[src/rtl/lcr_pkg.sv]
package lcr_pkg;
   localparam int unsigned LCR_MIN_W     = 18;
   localparam int unsigned LCR_POS_DEV   = 17;
   localparam int unsigned LCR_POS_PWR   = 16;
   localparam int unsigned LCR_POS_CRC   = 8;
   localparam int unsigned LCR_NCMD      = 4;
   // pulse index: 0 retrain, 1 clear fatal, 2 soft reset, 3 force rx error
   localparam int unsigned LCR_CMD_POS [LCR_NCMD] = '{0, 1, 2, 9};

   typedef struct packed {
      logic dev_rst;
      logic tx_pwr;
   } lcr_fields_t;
endpackage

[src/rtl/lcr_field_bank.sv]
module lcr_field_bank
   import lcr_pkg::*;
#(
   parameter int unsigned DATA_W = 32
) (
   input  logic              clk,
   input  logic              rst_n,
   input  logic              wr_hit,
   input  logic [DATA_W-1:0] wdata,
   output lcr_fields_t       fields_q,
   output logic              dev_rst_n,
   output logic              tx_pwr_state
);
   always_ff @(posedge clk or negedge rst_n) begin
      if (!rst_n) begin
         fields_q <= '{dev_rst: 1'b1, tx_pwr: 1'b1};
      end else if (wr_hit) begin
         fields_q.dev_rst <= wdata[LCR_POS_DEV];
         fields_q.tx_pwr  <= wdata[LCR_POS_PWR];
      end
   end

   assign dev_rst_n    = rst_n & fields_q.dev_rst;
   assign tx_pwr_state = ~rst_n | fields_q.tx_pwr;

   AST_FIELD_HOLD: assert property (@(posedge clk) disable iff (!rst_n)
      !wr_hit |=> $stable(fields_q));
   AST_DEV_LOAD: assert property (@(posedge clk) disable iff (!rst_n)
      wr_hit |=> dev_rst_n == $past(wdata[LCR_POS_DEV]));
   AST_PWR_LOAD: assert property (@(posedge clk) disable iff (!rst_n)
      wr_hit |=> tx_pwr_state == $past(wdata[LCR_POS_PWR]));
endmodule

[src/rtl/lcr_cmd_pulser.sv]
module lcr_cmd_pulser
   import lcr_pkg::*;
#(
   parameter int unsigned DATA_W = 32,
   parameter int unsigned NCMD   = LCR_NCMD
) (
   input  logic              clk,
   input  logic              rst_n,
   input  logic              wr_hit,
   input  logic [DATA_W-1:0] wdata,
   output logic [NCMD-1:0]   pulse_q
);
   for (genvar i = 0; i < NCMD; i++) begin : g_cmd
      localparam int unsigned POS = LCR_CMD_POS[i];
      if (POS >= DATA_W) begin : g_bad
         $error("command bit position outside data width");
      end
      always_ff @(posedge clk or negedge rst_n) begin
         if (!rst_n) pulse_q[i] <= 1'b0;
         else        pulse_q[i] <= wr_hit & wdata[POS];
      end

      AST_PULSE_FIRE: assert property (@(posedge clk) disable iff (!rst_n)
         (wr_hit && wdata[POS]) |=> pulse_q[i]);
      AST_PULSE_CAUSE: assert property (@(posedge clk) disable iff (!rst_n)
         !(wr_hit && wdata[POS]) |=> !pulse_q[i]);
   end
endmodule

[src/rtl/lcr_crc_arm.sv]
module lcr_crc_arm (
   input  logic clk,
   input  logic rst_n,
   input  logic set_req,
   input  logic pkt_start,
   output logic armed_q,
   output logic fire
);
   always_ff @(posedge clk or negedge rst_n) begin
      if (!rst_n) armed_q <= 1'b0;
      else        armed_q <= set_req | (armed_q & ~pkt_start);
   end

   assign fire = armed_q & pkt_start;

   AST_ARM_SET: assert property (@(posedge clk) disable iff (!rst_n)
      set_req |=> armed_q);
   AST_ARM_HOLD: assert property (@(posedge clk) disable iff (!rst_n)
      (armed_q && !pkt_start) |=> armed_q);
   AST_ARM_DROP: assert property (@(posedge clk) disable iff (!rst_n)
      (armed_q && pkt_start && !set_req) |=> !armed_q);
endmodule

[src/rtl/link_ctrl_reg.sv]
module link_ctrl_reg
   import lcr_pkg::*;
#(
   parameter int unsigned ADDR_W   = 8,
   parameter int unsigned DATA_W   = 32,
   parameter int unsigned REG_ADDR = 4
) (
   input  logic              clk,
   input  logic              rst_n,
   input  logic [ADDR_W-1:0] bus_addr,
   input  logic              bus_wr,
   input  logic [DATA_W-1:0] bus_wdata,
   input  logic              bus_rd,
   output logic [DATA_W-1:0] bus_rdata,
   input  logic              pkt_start,
   output logic              dev_rst_n,
   output logic              tx_pwr_state,
   output logic              pulse_retrain,
   output logic              pulse_clr_fatal,
   output logic              pulse_soft_rst,
   output logic              pulse_force_rxerr,
   output logic              crc_inject_armed,
   output logic              crc_inject_fire
);
   localparam logic [ADDR_W-1:0] HIT_ADDR = ADDR_W'(REG_ADDR);

   if (DATA_W < LCR_MIN_W) begin : g_bad_width
      $error("DATA_W too small for the control fields");
   end
   if (REG_ADDR >= (1 << ADDR_W) || (REG_ADDR % 4) != 0) begin : g_bad_addr
      $error("REG_ADDR must be word aligned and inside the address space");
   end

   logic            addr_hit, wr_hit, rd_hit;
   lcr_fields_t     fields_q;
   logic [LCR_NCMD-1:0] pulses;

   assign addr_hit = (bus_addr == HIT_ADDR);
   assign wr_hit   = bus_wr & addr_hit;
   assign rd_hit   = bus_rd & addr_hit;

   lcr_field_bank #(.DATA_W(DATA_W)) u_fields (
      .clk(clk), .rst_n(rst_n), .wr_hit(wr_hit), .wdata(bus_wdata),
      .fields_q(fields_q), .dev_rst_n(dev_rst_n), .tx_pwr_state(tx_pwr_state)
   );

   lcr_cmd_pulser #(.DATA_W(DATA_W), .NCMD(LCR_NCMD)) u_pulser (
      .clk(clk), .rst_n(rst_n), .wr_hit(wr_hit), .wdata(bus_wdata),
      .pulse_q(pulses)
   );

   assign pulse_retrain     = pulses[0];
   assign pulse_clr_fatal   = pulses[1];
   assign pulse_soft_rst    = pulses[2];
   assign pulse_force_rxerr = pulses[3];

   lcr_crc_arm u_crc (
      .clk(clk), .rst_n(rst_n),
      .set_req(wr_hit & bus_wdata[LCR_POS_CRC]),
      .pkt_start(pkt_start),
      .armed_q(crc_inject_armed), .fire(crc_inject_fire)
   );

   always_ff @(posedge clk or negedge rst_n) begin
      if (!rst_n) begin
         bus_rdata <= '0;
      end else begin
         bus_rdata <= '0;
         if (rd_hit) begin
            bus_rdata[LCR_POS_DEV] <= fields_q.dev_rst;
            bus_rdata[LCR_POS_PWR] <= fields_q.tx_pwr;
         end
      end
   end

   always_comb begin
      if (!rst_n) begin
         AST_RST_OVERRIDE: assert (!dev_rst_n && tx_pwr_state);
      end
   end
   AST_RD_IDLE: assert property (@(posedge clk) disable iff (!rst_n)
      !rd_hit |=> bus_rdata == '0);
   AST_RD_DEV: assert property (@(posedge clk) disable iff (!rst_n)
      rd_hit |=> bus_rdata[LCR_POS_DEV] == $past(dev_rst_n));
   AST_RD_CMD_ZERO: assert property (@(posedge clk) disable iff (!rst_n)
      rd_hit |=> (bus_rdata[LCR_POS_CRC] == 1'b0 && bus_rdata[2:0] == 3'b000));
endmodule

[config.mk]
export PLATFORM = sky130hd
export DESIGN_NAME = link_ctrl_reg
export DESIGN_NICKNAME = d
export VERILOG_FILES = /design/src/rtl/lcr_pkg.sv /design/src/rtl/lcr_field_bank.sv /design/src/rtl/lcr_cmd_pulser.sv /design/src/rtl/lcr_crc_arm.sv /design/src/rtl/link_ctrl_reg.sv
export SDC_FILE = /design/constraint.sdc
export NUM_CORES = 1
export LEC_CHECK = 0
export ABC_AREA = 1
export BUFFER_PORTS_ARGS = -buffer_cell sky130_fd_sc_hd__buf_2
export CAP_MARGIN = 5
export CORE_UTILIZATION = 34
export CTS_CLUSTER_SIZE = 20
export DETAILED_ROUTE_END_ITERATION = 7
export PLACE_DENSITY = 0.84
export SLEW_MARGIN = 20
export SYNTH_ARGS = -nofsm -noshare
export SYNTH_HDL_FRONTEND = slang
export SYNTH_SLANG_ARGS = --single-unit
[constraint.sdc]
create_clock -name clk -period 1.4 [get_ports clk]
set_input_delay 0.14 -clock clk [delete_from_list [all_inputs] [get_ports clk]]
set_output_delay 0.14 -clock clk [all_outputs]
set_load 0.02 [all_outputs]
# ---- Word level (Yosys, flattened, before mapping)
# Index checks and enable logic that the tools add are counted.
dict set report totals {
  reg_bits 9
  latch_bits 0
  mem_bits_rw 0
  romBits 0
  output_inout_bits 40
  elab_cells 24
  memories 0
}
dict set report classes {
  addsub 0
  multipliers 0
  n_div 0
  magnitude_cmp 0
  n_eq_ne 1
  n_shift 0
  mux 1
  n_bitwise 14
  n_reduce_logical 0
}
# op count
set op_table {}
lappend op_table {{1-bit bitwise AND} 10}
lappend op_table {{8-bit by 3-bit equality test with 1-bit output (second input constant)} 1}
lappend op_table {{2-bit 2-to-1 mux} 1}
lappend op_table {{1-bit inverter} 2}
lappend op_table {{1-bit OR} 2}

# ---- Logic depth before layout (Yosys ltp)
dict set report depth {
  ltp_word 4
  mapped_depth 6
  depth_no_buf 6
}

# ---- Cells and area by module
# Synthesis repeated with hierarchy kept, for this count alone.
dict set report hier_totals {
  hier_cells 87
  area_unflattened_um2 640.6
}
# module n_inst cells_per_inst area_each_um2
set modules_own_cells {}
lappend modules_own_cells {link_ctrl_reg 1 55 369.1}
lappend modules_own_cells {lcr_cmd_pulser 1 12 130.1}
lappend modules_own_cells {lcr_field_bank 1 13 93.8}
lappend modules_own_cells {lcr_crc_arm 1 7 47.5}

# ---- Worst setup path after synthesis
# No wires, ideal clock.
dict set report synth_path {
  path_kind {register to output}
  start {reg, netlist name u_fields.fields_q[0]}
  end {out tx_pwr_state}
  arrival_ns 0.695
  slack_ns 0.565
  path_stages_with_launch 3
  cell_sequence {dfstp_2 -> inv_1 -> nand2_1}
}
dict set report synth_via {
  elab_chain_cells 1
}
# element line_no
set synth_lines {}
lappend synth_lines {{1-bit OR} lcr_field_bank.sv:24} ;# assign tx_pwr_state = ~rst_n | fields_q.tx_pwr;
lappend synth_lines {{to (decl)} link_ctrl_reg.sv:17} ;# output logic tx_pwr_state,
# Every way passes these cells.

# ---- Worst setup path after layout
dict set report layout_path {
  start {in rst_n}
  end {out dev_rst_n}
}
dict set report layout_via {
  elab_chain_cells 1
}
# element line_no
set layout_lines {}
lappend layout_lines {{from (decl)} link_ctrl_reg.sv:9} ;# input logic rst_n,
lappend layout_lines {{1-bit bitwise AND} lcr_field_bank.sv:23} ;# assign dev_rst_n = rst_n & fields_q.dev_rst;
lappend layout_lines {{to (decl)} link_ctrl_reg.sv:16} ;# output logic dev_rst_n,
# Every way passes these cells.

==> flow_summary.yaml <==
route:
  num_vias: 511
  first_pass_iters: 3
  ant_nets: 0
  drtIter0Drc: 1
  wire_per_inst_um: 6.72
  drc: 0
  routed_wl_um: 994
  routed_via_density: 3.45
cells_and_area:
  area_delta_synth_final_pct: 14.5
  final_nets: 169
  nFillCells: 200
  stdcell_count: 148
  utilization_pct: 43.2
  drive_above_1_share_pct: 35.0
  insertedDiodeCount: 0
worst_setup_path:
  cp-end-kind: "output port"
  crit_type: "in -> out"
  start_kind: "primary input"
  worstPathArrival_ns: 1.13
  worst-path-max-fanout: 11
  cp.required_ns: 1.26
logic_synthesis:
  synth_cell_type_count: 12
  yosysTopAreaCellShare_pct: 33.1
  syn_area_um2: 679
  ys_top_cells_by_count: "buf_4, inv_1, nand2_1"
  ys_seq_area_share_pct: 33.5
  ys.warnings.count: 0
  synth_seq_cells: 9
  postSynth.asyncResetShare_pct: 100
  syn_area_per_cell_um2: 7.55
  synth_edf_count: 0
  netlist_top_cells_area: "buf_4, dfrtp_1, inv_1"
  ys_dominant_reg_cell: "dfrtp_1"
  synthCells: 90
  synth_area_leader_cell: "buf_4"
  yosysMostFrequentCell: "buf_4"
timing:
  fin_crit_sh_pct: 90.5
  rsz0062_at_grt: "no"
  slew_viol_final: 0
  setup_violations: 0
  skew_ns: 0.0000127
  layout_min_cycle_time_ns: 1.27
  tns_ns: 0
  max_freq_ghz: 0.789
  hold_viol: 0
clocking:
  cts_num_sinks: 9
  clock_latency_ns: 0.25
  cts_root_buf: "clkbuf_4"
  cts.clk_slew.worst_paths_ns: 0.05
  cts_tree: "done"
  cts_buffers: 3
  cts-htree-levels: 1
  clockBufferDepth: 2
placed_design:
  gp_congestion: 0.704
  placedCellCount: 143
  dp_hpwl_um: 875
  io_buffers: 29
flow_run:
  maxCapViolCount: 0
power_and_ir_drop:
  switchingPower_uw: 188
  ir_drop_uv: 215
  seqPwrFrac_pct: 45.0
  swShare_pct: 31.6
  p_per_area_nw_per_um2: 764
  power.internal_uw: 407
  comb_power_share_pct: 23.6
  clock_power_share_pct: 31.4
  p_leak_uw: 0.000519
floorplanning:
  fp-row-count: 15
  die-area_um2: 2180
  initial_core_util_pct: 37.7
  chipWidth_um: 46.7
  core_area_um2: 1800
  pin_count: 85
  fp.dieH_um: 46.7
global_route:
  grt_pass1_vias: 392
  grtUsageTotal_pct: 9.21
  grt_overflow: 0
  grt_max_degree: 12
  antenna_found_initial: 0
  grt_pass1_wl_um: 1430
run_status:
  status: "finished clean"
min_path:
  hold_class: "in -> reg"
==> flip-flops by register name, indices dropped and copies added, names as in the netlist <==
name / flops
bus_rdata: 2
u_pulser.pulse_q: 4
u_crc.armed_q: 1
u_fields.fields_q: 2
==> cells by family after synthesis <==
kind of cell  Yosys count  share of synthesized area, %
flops                   9                          33.5
simple gates           33                          23.4
other cells             1                         0.552
buf+inv                47                          42.5
==> per-layer routing <==
metal	up-vias	wire length (um)	track usage, %
li1	262	-	-
met1	210	368	8.62
met3	0	120	1.18
met2	39	505	19.4
met4	0	0	3.43
met5	-	0	0
==> power groups by stage <==
stage / clock, uW / sequential (uW) / combinational (uW)
final: 187 / 268 / 140
after global placement: 0 / 271 / 135
after floorplan: 0 / 271 / 160
after global routing: 212 / 268 / 156
after CTS: 192 / 268 / 139
after detailed placement: 0 / 272 / 137
==> final cells by class <==
| cell class | count | area [um^2] | share of cell area, % |
|---|---|---|---|
| inverters | 17 | 63.8 | 8.20 |
| well taps | 25 | 31.3 | 4.02 |
| multi-input cells | 63 | 272 | 34.9 |
| clock buffers | 4 | 26.3 | 3.38 |
| flip-flops and latches | 9 | 228 | 29.3 |
| repair buffers | 30 | 158 | 20.3 |
==> worst max-delay path, stage by stage <==
cell and delay (ns):
dlygate4sd3_1 0.53, clkbuf_4 0.20, nand2_1 0.08, inv_1 0.03
buf_2 0.14
==> metrics by stage <==
step	worst slack (ns)	hold WS, ns	area, um^2	total power [uW]
finish	0.133	0.0975	778	595
global route	0.0365	0.0897	778	636
CTS	0.0822	0.0925	776	599
detailed placement	0.488	0.00375	739	409
global placement	0.506	-0.000835	739	407
floorplan	0.565	-0.156	788	432
==> layout by cell type, fill, tap and decap left out, types with 2 or more instances in the layout <==
| cell | netlist | layout |
|---|---|---|
| conb_1 | 1 | 30 |
| buf_2 | 0 | 28 |
| inv_1 | 17 | 17 |
| nand2_1 | 13 | 13 |
| nor2_1 | 8 | 8 |
| dfrtp_1 | 7 | 7 |
| nor2_2 | 4 | 4 |
| clkbuf_4 | 0 | 4 |
| nand2_2 | 3 | 3 |
| nand3_1 | 3 | 3 |
| dfstp_2 | 2 | 2 |
==> worst paths after layout <==
| kind | startpoint | endpoint | slack, ns | cells after the start |
|---|---|---|---|---|
| hold reg to reg | u_fields.fields_q[0] | u_fields.fields_q[0] | 0.48 | 2 |
| min in group asynchronous | rst_n | bus_rdata[17] | 0.27 | 2 |
| max in group asynchronous | rst_n | u_fields.fields_q[0] | 0.91 | 2 |
| hold / removal | bus_wdata[1] | u_pulser.pulse_q[1] | 0.1 | 3 |
| setup / recovery | rst_n | dev_rst_n | 0.13 | 5 |
| setup reg to reg | u_fields.fields_q[1] | bus_rdata[17] | 0.66 | 2 |
==> timing repair <==
action,in CTS,in global routing
setup endpoints to repair,0,1
setup buffers,0,0
endpoints found under the hold margin,9,0
resized for setup,0,1
hold buffers,1,0
Note: power is estimated with default switching activity, not from simulation.
